$ cat src/rtl/clk_src_sel_reg.sv
module clk_src_sel_reg #(
  parameter int W = 8
) (
  input  logic         clk,
  input  logic         rst_n,
  input  logic         wr_en,
  input  logic [W-1:0] wr_data,
  output logic [W-1:0] rd_data,
  input  logic         lock_in,
  input  logic         track_in,
  input  logic         auto_in,
  input  logic         wait_enter,
  input  logic         stop_enter,
  input  logic         selfclk_enter,
  input  logic         in_wait,
  input  logic         in_stop,
  output logic         pll_sel,
  output logic         auto_eff,
  output logic         pll_pwrdn,
  output logic         sys_clk_off,
  output logic         osc_en,
  output logic         osc_low_amp,
  output logic         cpu_stop,
  output logic         tick_stop,
  output logic         dog_stop
);
  localparam int SEL  = W - 1;
  localparam int KEEP = 6;
  localparam int GATE = 5;
  localparam int LAMP = 4;
  localparam int POFF = 3;
  localparam int CPUB = 2;
  localparam int TICK = 1;
  localparam int DOGB = 0;

  logic [W-1:0] ctl_q;
  logic         stable;
  logic         auto_clr;
  logic         sel_next;

  assign auto_eff = auto_in | ctl_q[POFF];
  assign stable   = (auto_eff & lock_in) | (~auto_eff & track_in);
  assign auto_clr = stop_enter | selfclk_enter | (wait_enter & ctl_q[POFF]);

  always_comb begin
    sel_next = ctl_q[SEL];
    if (wr_en) sel_next = wr_data[SEL] ? (ctl_q[SEL] | stable) : 1'b0;
    if (auto_clr) sel_next = 1'b0;
  end

  always_ff @(posedge clk or negedge rst_n) begin
    if (!rst_n) begin
      ctl_q <= '0;
    end else begin
      ctl_q[SEL] <= sel_next;
      if (wr_en) ctl_q[SEL-1:0] <= wr_data[SEL-1:0];
    end
  end

  assign rd_data     = ctl_q;
  assign pll_sel     = ctl_q[SEL];
  assign pll_pwrdn   = in_wait & ctl_q[POFF];
  assign sys_clk_off = in_wait & ctl_q[GATE];
  assign osc_en      = ~in_stop | ctl_q[KEEP];
  assign osc_low_amp = (in_wait & ctl_q[LAMP]) | (in_stop & ctl_q[KEEP]);
  assign cpu_stop    = in_wait & ctl_q[CPUB];
  assign tick_stop   = in_wait & ctl_q[TICK];
  assign dog_stop    = in_wait & ctl_q[DOGB];
endmodule

$ cat config.mk
export PLATFORM = sky130hd
export DESIGN_NAME = clk_src_sel_reg
export DESIGN_NICKNAME = d
export VERILOG_FILES = /design/src/rtl/clk_src_sel_reg.sv
export SDC_FILE = /design/constraint.sdc
export NUM_CORES = 1
export LEC_CHECK = 0
export BUFFER_PORTS_ARGS = -buffer_cell sky130_fd_sc_hd__buf_2
export CORE_MARGIN = 8
export CORE_UTILIZATION = 31
export DETAILED_ROUTE_END_ITERATION = 16
export PLACE_DENSITY_LB_ADDON = 0.25
export SLEW_MARGIN = 20
export SYNTH_ARGS = -nofsm -noshare
export SYNTH_HDL_FRONTEND = slang
export SYNTH_SLANG_ARGS = --single-unit
$ cat constraint.sdc
create_clock -name clk -period 1 [get_ports clk]
set_input_delay 0.15 -clock clk [delete_from_list [all_inputs] [get_ports clk]]
set_output_delay 0.15 -clock clk [all_outputs]
set_load 0.03 [all_outputs]
==> results of run 1 <==
per-stage QoR:
stage                     utilization, %  total power (W)  cell area [um2]
after floorplan                        -         0.000577              408
after global placement              47.1         0.000690              598
after detailed placement            47.1         0.000693              598
after CTS                           58.6          0.00107              743
after global routing                61.2          0.00113              777
final                               61.2          0.00108              777
per-layer routing:
layer,GRT usage [%],wire length (um),part of all wire (%)
met5,0,0,0
met4,3.88,0,0
met3,5.41,123,9.9
met2,17.6,687,55
met1,9.05,434,35
what timing repair did:
action | in CTS | in global routing
buffers inserted | 2 | 0
gates resized for setup | 30 | 13
hold buffers | 1 | 0
endpoints found under the setup margin | 12 | 17
pin swaps | 6 | 1
hold endpoints to repair | 8 | 0
worst paths after layout:
kind,end,cells past startpoint
worst max-delay path,auto_eff,2
min in group asynchronous,rd_data[7],2
worst min-delay path,rd_data[7],2
worst min register to register,rd_data[5],1
worst max register to register,rd_data[7],3
max in group asynchronous,rd_data[3],2
cell families after synthesis:
| logic type | count (synthesis) |
|---|---|
| flops | 8 |
| buf+inv | 3 |
| compound gates | 3 |
| mux | 7 |
| simple gates | 10 |
power groups by stage:
stage | clock (W) | combinational, W | sequential [W]
3_5_place_dp | 0 | 0.000313 | 0.000381
5_1_grt | 0.000307 | 0.000445 | 0.000382
3_3_place_gp | 0 | 0.000310 | 0.000379
6_report | 0.000279 | 0.000421 | 0.000378
2_1_floorplan | 0 | 0.000136 | 0.000441
4_1_cts | 0.000292 | 0.000403 | 0.000374
synthesized netlist by cell type:
master / n
or2_4: 1
o21ai_0: 1
and2_1: 5
and4bb_1: 1
nand2_1: 1
a22o_1: 1
buf_4: 1
buf_6: 1
a311oi_2: 1
nand2b_1: 1
dfrtp_1: 8
nor4_2: 1
mux2_2: 7
inv_1: 1
worst register-to-register path: stages (launching register included):
cell and delay [ps]:
dfrtp_2 410, or2_4 240, a311oi_2 290, nor4_2 50
cell type report:
type / instances / share of cell area [%]
tap: 15 / 2.42
sequential: 8 / 25.9
timing repair buffer: 40 / 41.5
clock buffer: 4 / 3.38
multi-input combinational: 20 / 26.2
inverter: 1 / 0.483
==> results.yml, run 1 <==
timing:
  holdWs_ps: 42.9
  maxSlewHeadroom_pct: 84.4
  tightest_slew_ps: 234
  setup_slack_ps: -202
  post-route-min-period_ps: 1200
  setup_tns_ps: -1180
  slew_viol_final: 0
  finalSetupViolations: 12
  clock_skew_ps: 0.0350
  period_share_pct: 120
  hold_viol_final: 0
  rsz0062_at_grt: "yes"
  fmax_mhz: 832
logic_synthesis:
  ys_seq_area_share_pct: 49.4
  synth_top_family_by_area: "multiplexers"
  synth_top_area_cell: "dfrtp_1"
  synth.area.mux_share_pct: 19.4
  syn_area_per_cell_um2: 13.1
  yosys.area_share.adder_pct: 0
  syn-cell-area_um2: 405
  synth_seq_cells: 8
  synth_fp_nets: 50
  yosysWarningCount: 0
  yosysUniqueCellTypes: 14
  synth_compound_area_share_pct: 7.10
  yosys.area_share.xor_xnor_pct: 0
  synthCells: 31
  yosys-top-cells-area: "dfrtp_1, mux2_2, and2_1, a311oi_2, and4bb_1"
  synth_top_area_share_pct: 49.4
  synth-simple-area-share_pct: 18.5
setup_path:
  worstPathRequired_ps: 850
  arrival_ps: 1050
  slowest_stage: "dfrtp_2"
  crit_path_start_kind: "register"
  cp-end-kind: "primary output"
  worstSetupPathType: "reg2out"
  cp_num_buf_inv: 1
  cp_cell_sequence: "or2_4 > buf_6"
  crit_path_max_fanout: 3
  reg2reg_from: "rd_data[3]"
  cp_top_family: "flip-flops"
  critPathLaunch: "rd_data[3]"
  worst-r2r-setup-slack_ps: -110
  cpPeakStageDelay_ps: 410
power_and_ir_drop:
  leakage_nw: 0.393
  combPwrFrac_pct: 39.1
  p_int_w: 0.000724
  power_frac_seq_pct: 35.0
  p_per_area_nw_per_um2: 1390
  switchingPower_w: 0.000355
  clockPowerShare_pct: 25.9
  swShare_pct: 32.9
  max-vdd-ir-drop_v: 0.000695
finish:
  area.growth.synth_to_final_pct: 91.7
  final_nets: 93
  register_area_um2: 201
  layout_commonest_cell: "buf_2"
  mostFrequentLayoutCells: "buf_2, buf_6, mux2_2, dfrtp_1, and2_4"
  fin_cells: 88
  antennaDiodeCount: 0
  multi_input_area_um2: 204
  largest_reg_flops: 8
  n_fill_cell: 112
  drive_gt1_share_pct: 82.2
global_routing:
  grt_pass1_wl_um: 2040
  grt_usage_pct: 9.83
  grt_max_degree: 9
  grt_pass1_vias: 464
  gr-total-overflow: 0
  antenna_found_initial: 0
placement:
  gp_congestion: 0.716
  dp_slack_ps: -85.1
  portBuffers: 35
  dp_cells: 81
die:
  rows: 13
  start_util_pct: 32.0
  die-area_um2: 2720
  die_x_um: 52.2
  io_pins: 36
  core_area_um2: 1270
  die_height_um: 52.2
routing:
  drt_wl_total_um: 1250
  dr.pass1.iters: 1
  vias: 405
  detail-route-antenna-nets: 0
  viasPerCell: 4.60
  wl_per_cell_um: 14.1
  drtIter0Drc: 0
  route.detailed.drc: 0
cts:
  insertion_delay_ps: 260
  path_clk_slew_ps: 70
  cts_tree: "yes"
  cts_made_buffers: 3
  cts-root-buf: "clkbuf_4"
  clkSinkCount: 8
  cts_buffer_depth: 2
  htreeDepth: 1
worst_hold_path:
  hold_path_class: "in2reg"
  min_from: "selfclk_enter"
outcome:
  status: "finished with violations"
  violations: "setup timing"
flow_run:
  max_cap_violations: 0
(Power assumes the default switching activity.)
==> inputs of run 2 (changes only) <==
- CORE_AREA: default -> 8 8 45 47
- CORE_MARGIN: 8 -> default
- CORE_UTILIZATION: 31 -> default
- DIE_AREA: default -> 0 0 53 55
- clock period: 1 -> 1.35 ns (I/O delays scaled with it)
==> run 2 against run 1 <==
Effect of this change: the flow now finishes without violations; utilization is 17 points lower; hold slack better by 80 ps; largest power group is now registers; critical path depth stayed put; sequential power is 26% lower; worst setup slack better by 280 ps.
==> results.yml, run 2 (synthesis results as in run 1) <==
outcome:
  status: "complete, no violations"
timing:
  clock_skew_ps: 0.141
  period_share_pct: 94.5
  hold_viol_final: 0
  rsz0062_at_grt: "no"
  tightest_slew_ps: 226
  fmax_mhz: 784
  slew_viol_final: 0
  maxSlewHeadroom_pct: 84.8
  setup_tns_ps: 0
  finalSetupViolations: 0
  post-route-min-period_ps: 1280
finish:
  antennaDiodeCount: 0
  drive_gt1_share_pct: 70.6
  mostFrequentLayoutCells: "buf_2, dfrtp_1, mux2_2"
  largest_reg_flops: 8
  layout_commonest_cell: "buf_2"
  final_nets: 89
  area.growth.synth_to_final_pct: 51.5
die:
  die-area_um2: 2920
  io_pins: 36
  rows: 14
  die_x_um: 53
  die_height_um: 55
  core_area_um2: 1380
  start_util_pct: 29.3
setup_path:
  cpPeakStageDelay_ps: 410
  cp_cell_sequence: "or2_4 > buf_2"
  slowest_stage: "dfrtp_1"
  reg2reg_from: "rd_data[3]"
  crit_path_max_fanout: 6
  arrival_ps: 1070
  cp_num_buf_inv: 1
  crit_path_start_kind: "register"
  worst-r2r-setup-slack_ps: 240
  reg2reg_depth: 3
  critPathLaunch: "rd_data[3]"
  cp_top_family: "flip-flops"
  worstSetupPathType: "reg2out"
  worstReg2RegEnd: "rd_data[7]"
  cp-end-kind: "primary output"
  worstPathRequired_ps: 1150
cts:
  clkSinkCount: 8
  cts_buffer_depth: 2
  cts-root-buf: "clkbuf_4"
  path_clk_slew_ps: 50
  insertion_delay_ps: 240
  cts_made_buffers: 3
  cts_tree: "yes"
  cts_setup_buffers: 0
  htreeDepth: 1
power_and_ir_drop:
  power_frac_seq_pct: 41.2
  totalPowerFinal_w: 0.000676
  max-vdd-ir-drop_v: 0.000470
  swShare_pct: 33.6
  combPwrFrac_pct: 32.7
  switchingPower_w: 0.000227
  leakage_nw: 0.327
  clockPowerShare_pct: 26.1
  p_int_w: 0.000448
  p_per_area_nw_per_um2: 1100
placement:
  gp_congestion: 0.661
  portBuffers: 35
worst_hold_path:
  min_to: "rd_data[7]"
  min_from: "stop_enter"
  hold_path_class: "in2reg"
  min_path_cells: 2
routing:
  detail-route-antenna-nets: 0
  wl_per_cell_um: 13.4
  vias: 381
  viasPerCell: 4.54
  drt_wl_total_um: 1120
  dr.pass1.iters: 2
  route.detailed.drc: 0
  drtIter0Drc: 1
global_routing:
  grt_usage_pct: 8.02
  grt_pass1_wl_um: 1760
  antenna_found_initial: 0
  grt_pass1_vias: 394
  grt_max_degree: 11
  gr-total-overflow: 0
flow_run:
  max_cap_violations: 0
run 2: layout make-up:
| type | instances | area [um2] |
|---|---|---|
| timing repair buffer | 36 | 185 |
| multi-input combinational | 20 | 183 |
| clock buffer | 3 | 22.5 |
| fill | 135 | 769 |
| sequential | 8 | 200 |
| inverter | 1 | 3.75 |
| tap | 16 | 20.0 |
run 2: worst max-delay path by stage:
| stage | end | slack, ps | cells past startpoint |
|---|---|---|---|
| floorplan | rd_data[7] | 60 | 3 |
| finish | auto_eff | 70 | 2 |
| global route | auto_eff | 20 | 2 |
| global placement | rd_data[7] | 260 | 3 |
| detailed placement | rd_data[7] | 240 | 3 |
| CTS | auto_eff | 50 | 2 |
run 2: power by group through the flow:
stage	logic, W	registers, W	clock network [W]
finish	0.000221	0.000278	0.000176
global route	0.000237	0.000283	0.000201
CTS	0.000225	0.000279	0.000190
detailed placement	0.000223	0.000283	0
global placement	0.000222	0.000282	0
floorplan	0.0000995	0.000326	0
run 2: per-stage QoR:
step | setup WS, ps | instance area [um2] | hold WS [ps] | util (%) | std cells
after CTS | 52.4 | 614 | 110 | 44.4 | 84
after floorplan | 62.4 | 405 | -93.1 | - | 31
after global placement | 265 | 582 | 60.1 | 42.0 | 80
final | 74.1 | 614 | 123 | 44.4 | 84
after global routing | 22.8 | 614 | 116 | 44.4 | 84
after detailed placement | 237 | 582 | 57.4 | 42.0 | 80
run 2: repair_timing:
item / CTS / global route
endpoints found under the hold margin: 8 / 0
setup endpoints to repair: 0 / 0
hold buffers: 1 / 0
resized for setup: 0 / 0
run 2: per-layer routing:
layer / part of all wire (%) / vias to the layer above / global-route usage, %
li1: - / 185 / -
met1: 36 / 180 / 8.33
met2: 53 / 16 / 14.1
met3: 11 / 0 / 3.74
met4: 0 / 0 / 2.59
met5: 0 / - / 0
==> inputs of run 3 (changes only) <==
--- a/config.mk
+++ b/config.mk
@@ -9,2 +9,3 @@
 export CORE_AREA = 8 8 45 47
+export CTS_BUF_LIST = sky130_fd_sc_hd__clkbuf_4 sky130_fd_sc_hd__clkbuf_8
 export DETAILED_ROUTE_END_ITERATION = 16
==> constraint.sdc (replaced) <==
create_clock -name clk -period 1.35 [get_ports clk]
set_input_delay 0.0675 -clock clk [delete_from_list [all_inputs] [get_ports clk]]
set_output_delay 0.0675 -clock clk [all_outputs]
set_load 0.03 [all_outputs]
==> run 3 against run 2 <==
Effect of this change: critical path depth is the same; sequential cell count is the same; final area rose by 3.3%; die area did not move; cell count grew 2.4%; utilization up 1.4 points; critical path type unchanged; largest cell class is now buffers.
==> results.yml, run 3 (synthesis results as in run 1) <==
outcome:
  status: "complete, no violations"
timing:
  slew_viol_final: 0
  setup_slack_ps: 184
  finalSetupViolations: 0
  period_share_pct: 86.4
  clock_skew_ps: 0.172
  fmax_mhz: 857
  rsz0062_at_grt: "no"
  setup_tns_ps: 0
  tightest_slew_ps: 214
  holdWs_ps: 41.5
  hold_viol_final: 0
  post-route-min-period_ps: 1170
  maxSlewHeadroom_pct: 85.6
cts:
  path_clk_slew_ps: 60
  cts_setup_buffers: 0
  clkSinkCount: 8
  cts-root-buf: "clkbuf_4"
  cts_made_buffers: 3
  cts_tree: "yes"
  cts_buffer_depth: 2
  insertion_delay_ps: 250
  htreeDepth: 1
worst_hold_path:
  hold_path_class: "in2reg"
power_and_ir_drop:
  leakage_nw: 0.335
  max-vdd-ir-drop_v: 0.000486
  p_per_area_nw_per_um2: 1090
die:
  die-area_um2: 2920
  io_pins: 36
  die_height_um: 55
  die_x_um: 53
  rows: 14
  start_util_pct: 29.3
  core_area_um2: 1380
finish:
  largest_reg_flops: 8
  design_area_um2: 634
  mostFrequentLayoutCells: "buf_2, dfrtp_1, mux2_2"
  fin_util_pct: 45.8
  final_nets: 91
  antennaDiodeCount: 0
  area.growth.synth_to_final_pct: 56.5
  drive_gt1_share_pct: 68.6
  layout_commonest_cell: "buf_2"
placement:
  dp_slack_ps: 234
  gp_congestion: 0.640
  place_area_um2: 582
  portBuffers: 35
global_routing:
  grt_pass1_vias: 424
  grt_pass1_wl_um: 1880
  grt_max_degree: 11
  gr-total-overflow: 0
  grt_usage_pct: 8.69
  antenna_found_initial: 0
flow_run:
  max_cap_violations: 0
routing:
  detail-route-antenna-nets: 0
  drtIter0Drc: 5
  vias: 384
  viasPerCell: 4.47
  route.detailed.drc: 0
  wl_per_cell_um: 13.9
  dr.pass1.iters: 2
  drt_wl_total_um: 1200
setup_path:
  worstPathRequired_ps: 1280
  cp_top_family: "flip-flops"
  cpPeakStageDelay_ps: 420
  crit_path_start_kind: "register"
  cp_cell_sequence: "or2_4 > buf_2"
  worstSetupPathType: "reg2out"
  arrival_ps: 1100
  slowest_stage: "dfrtp_1"
  crit_path_max_fanout: 6
  cp_num_buf_inv: 1
  cp-end-kind: "primary output"
run 3: repair_timing:
action | in CTS | in global routing
hold buffers | 3 | 0
resized for setup | 0 | 0
hold endpoints to repair | 9 | 0
run 3: final cells by class:
class | count | area (um2)
fillers | 142 | 749
repair buffers | 38 | 205
flip-flops and latches | 8 | 200
multi-input cells | 20 | 183
clock buffers | 3 | 22.5
well taps | 16 | 20.0
inverters | 1 | 3.75
run 3: final timing paths:
| path | from | endpoint | slack, ps | cells after the start |
|---|---|---|---|---|
| min in group asynchronous | rst_n | rd_data[6] | 190 | 2 |
| min | wr_data[2] | rd_data[2] | 40 | 2 |
| max in group asynchronous | rst_n | rd_data[1] | 980 | 2 |
| min reg2reg | rd_data[0] | rd_data[0] | 520 | 1 |
| max | rd_data[3] | auto_eff | 180 | 2 |
| max reg2reg | rd_data[3] | rd_data[7] | 230 | 3 |
run 3: routing by layer:
metal	vias to the layer above	track usage (%)	routed length (um)
met5	-	0	0
met3	0	5.35	132
met1	181	8.35	445
met4	0	2.59	0
li1	187	-	-
met2	16	15.2	620
run 3: power by group:
part	switching [W]	internal (W)	total (W)
clock	0.0000846	0.000102	0.000187
sequential	0.0000169	0.000262	0.000279
combinational	0.000137	0.0000888	0.000226
total	0.000239	0.000453	0.000691
run 3: worst reg2reg max path: stages (launching register included):
cell,delay [ps]
dfrtp_1,420
or2_4,250
a311oi_2,280
nor4_2,60
run 3: through the flow:
stage / cells / total power (W)
finish: 86 / 0.000691
floorplan: 31 / 0.000425
detailed placement: 80 / 0.000506
CTS: 86 / 0.000708
global placement: 80 / 0.000504
global route: 86 / 0.000732
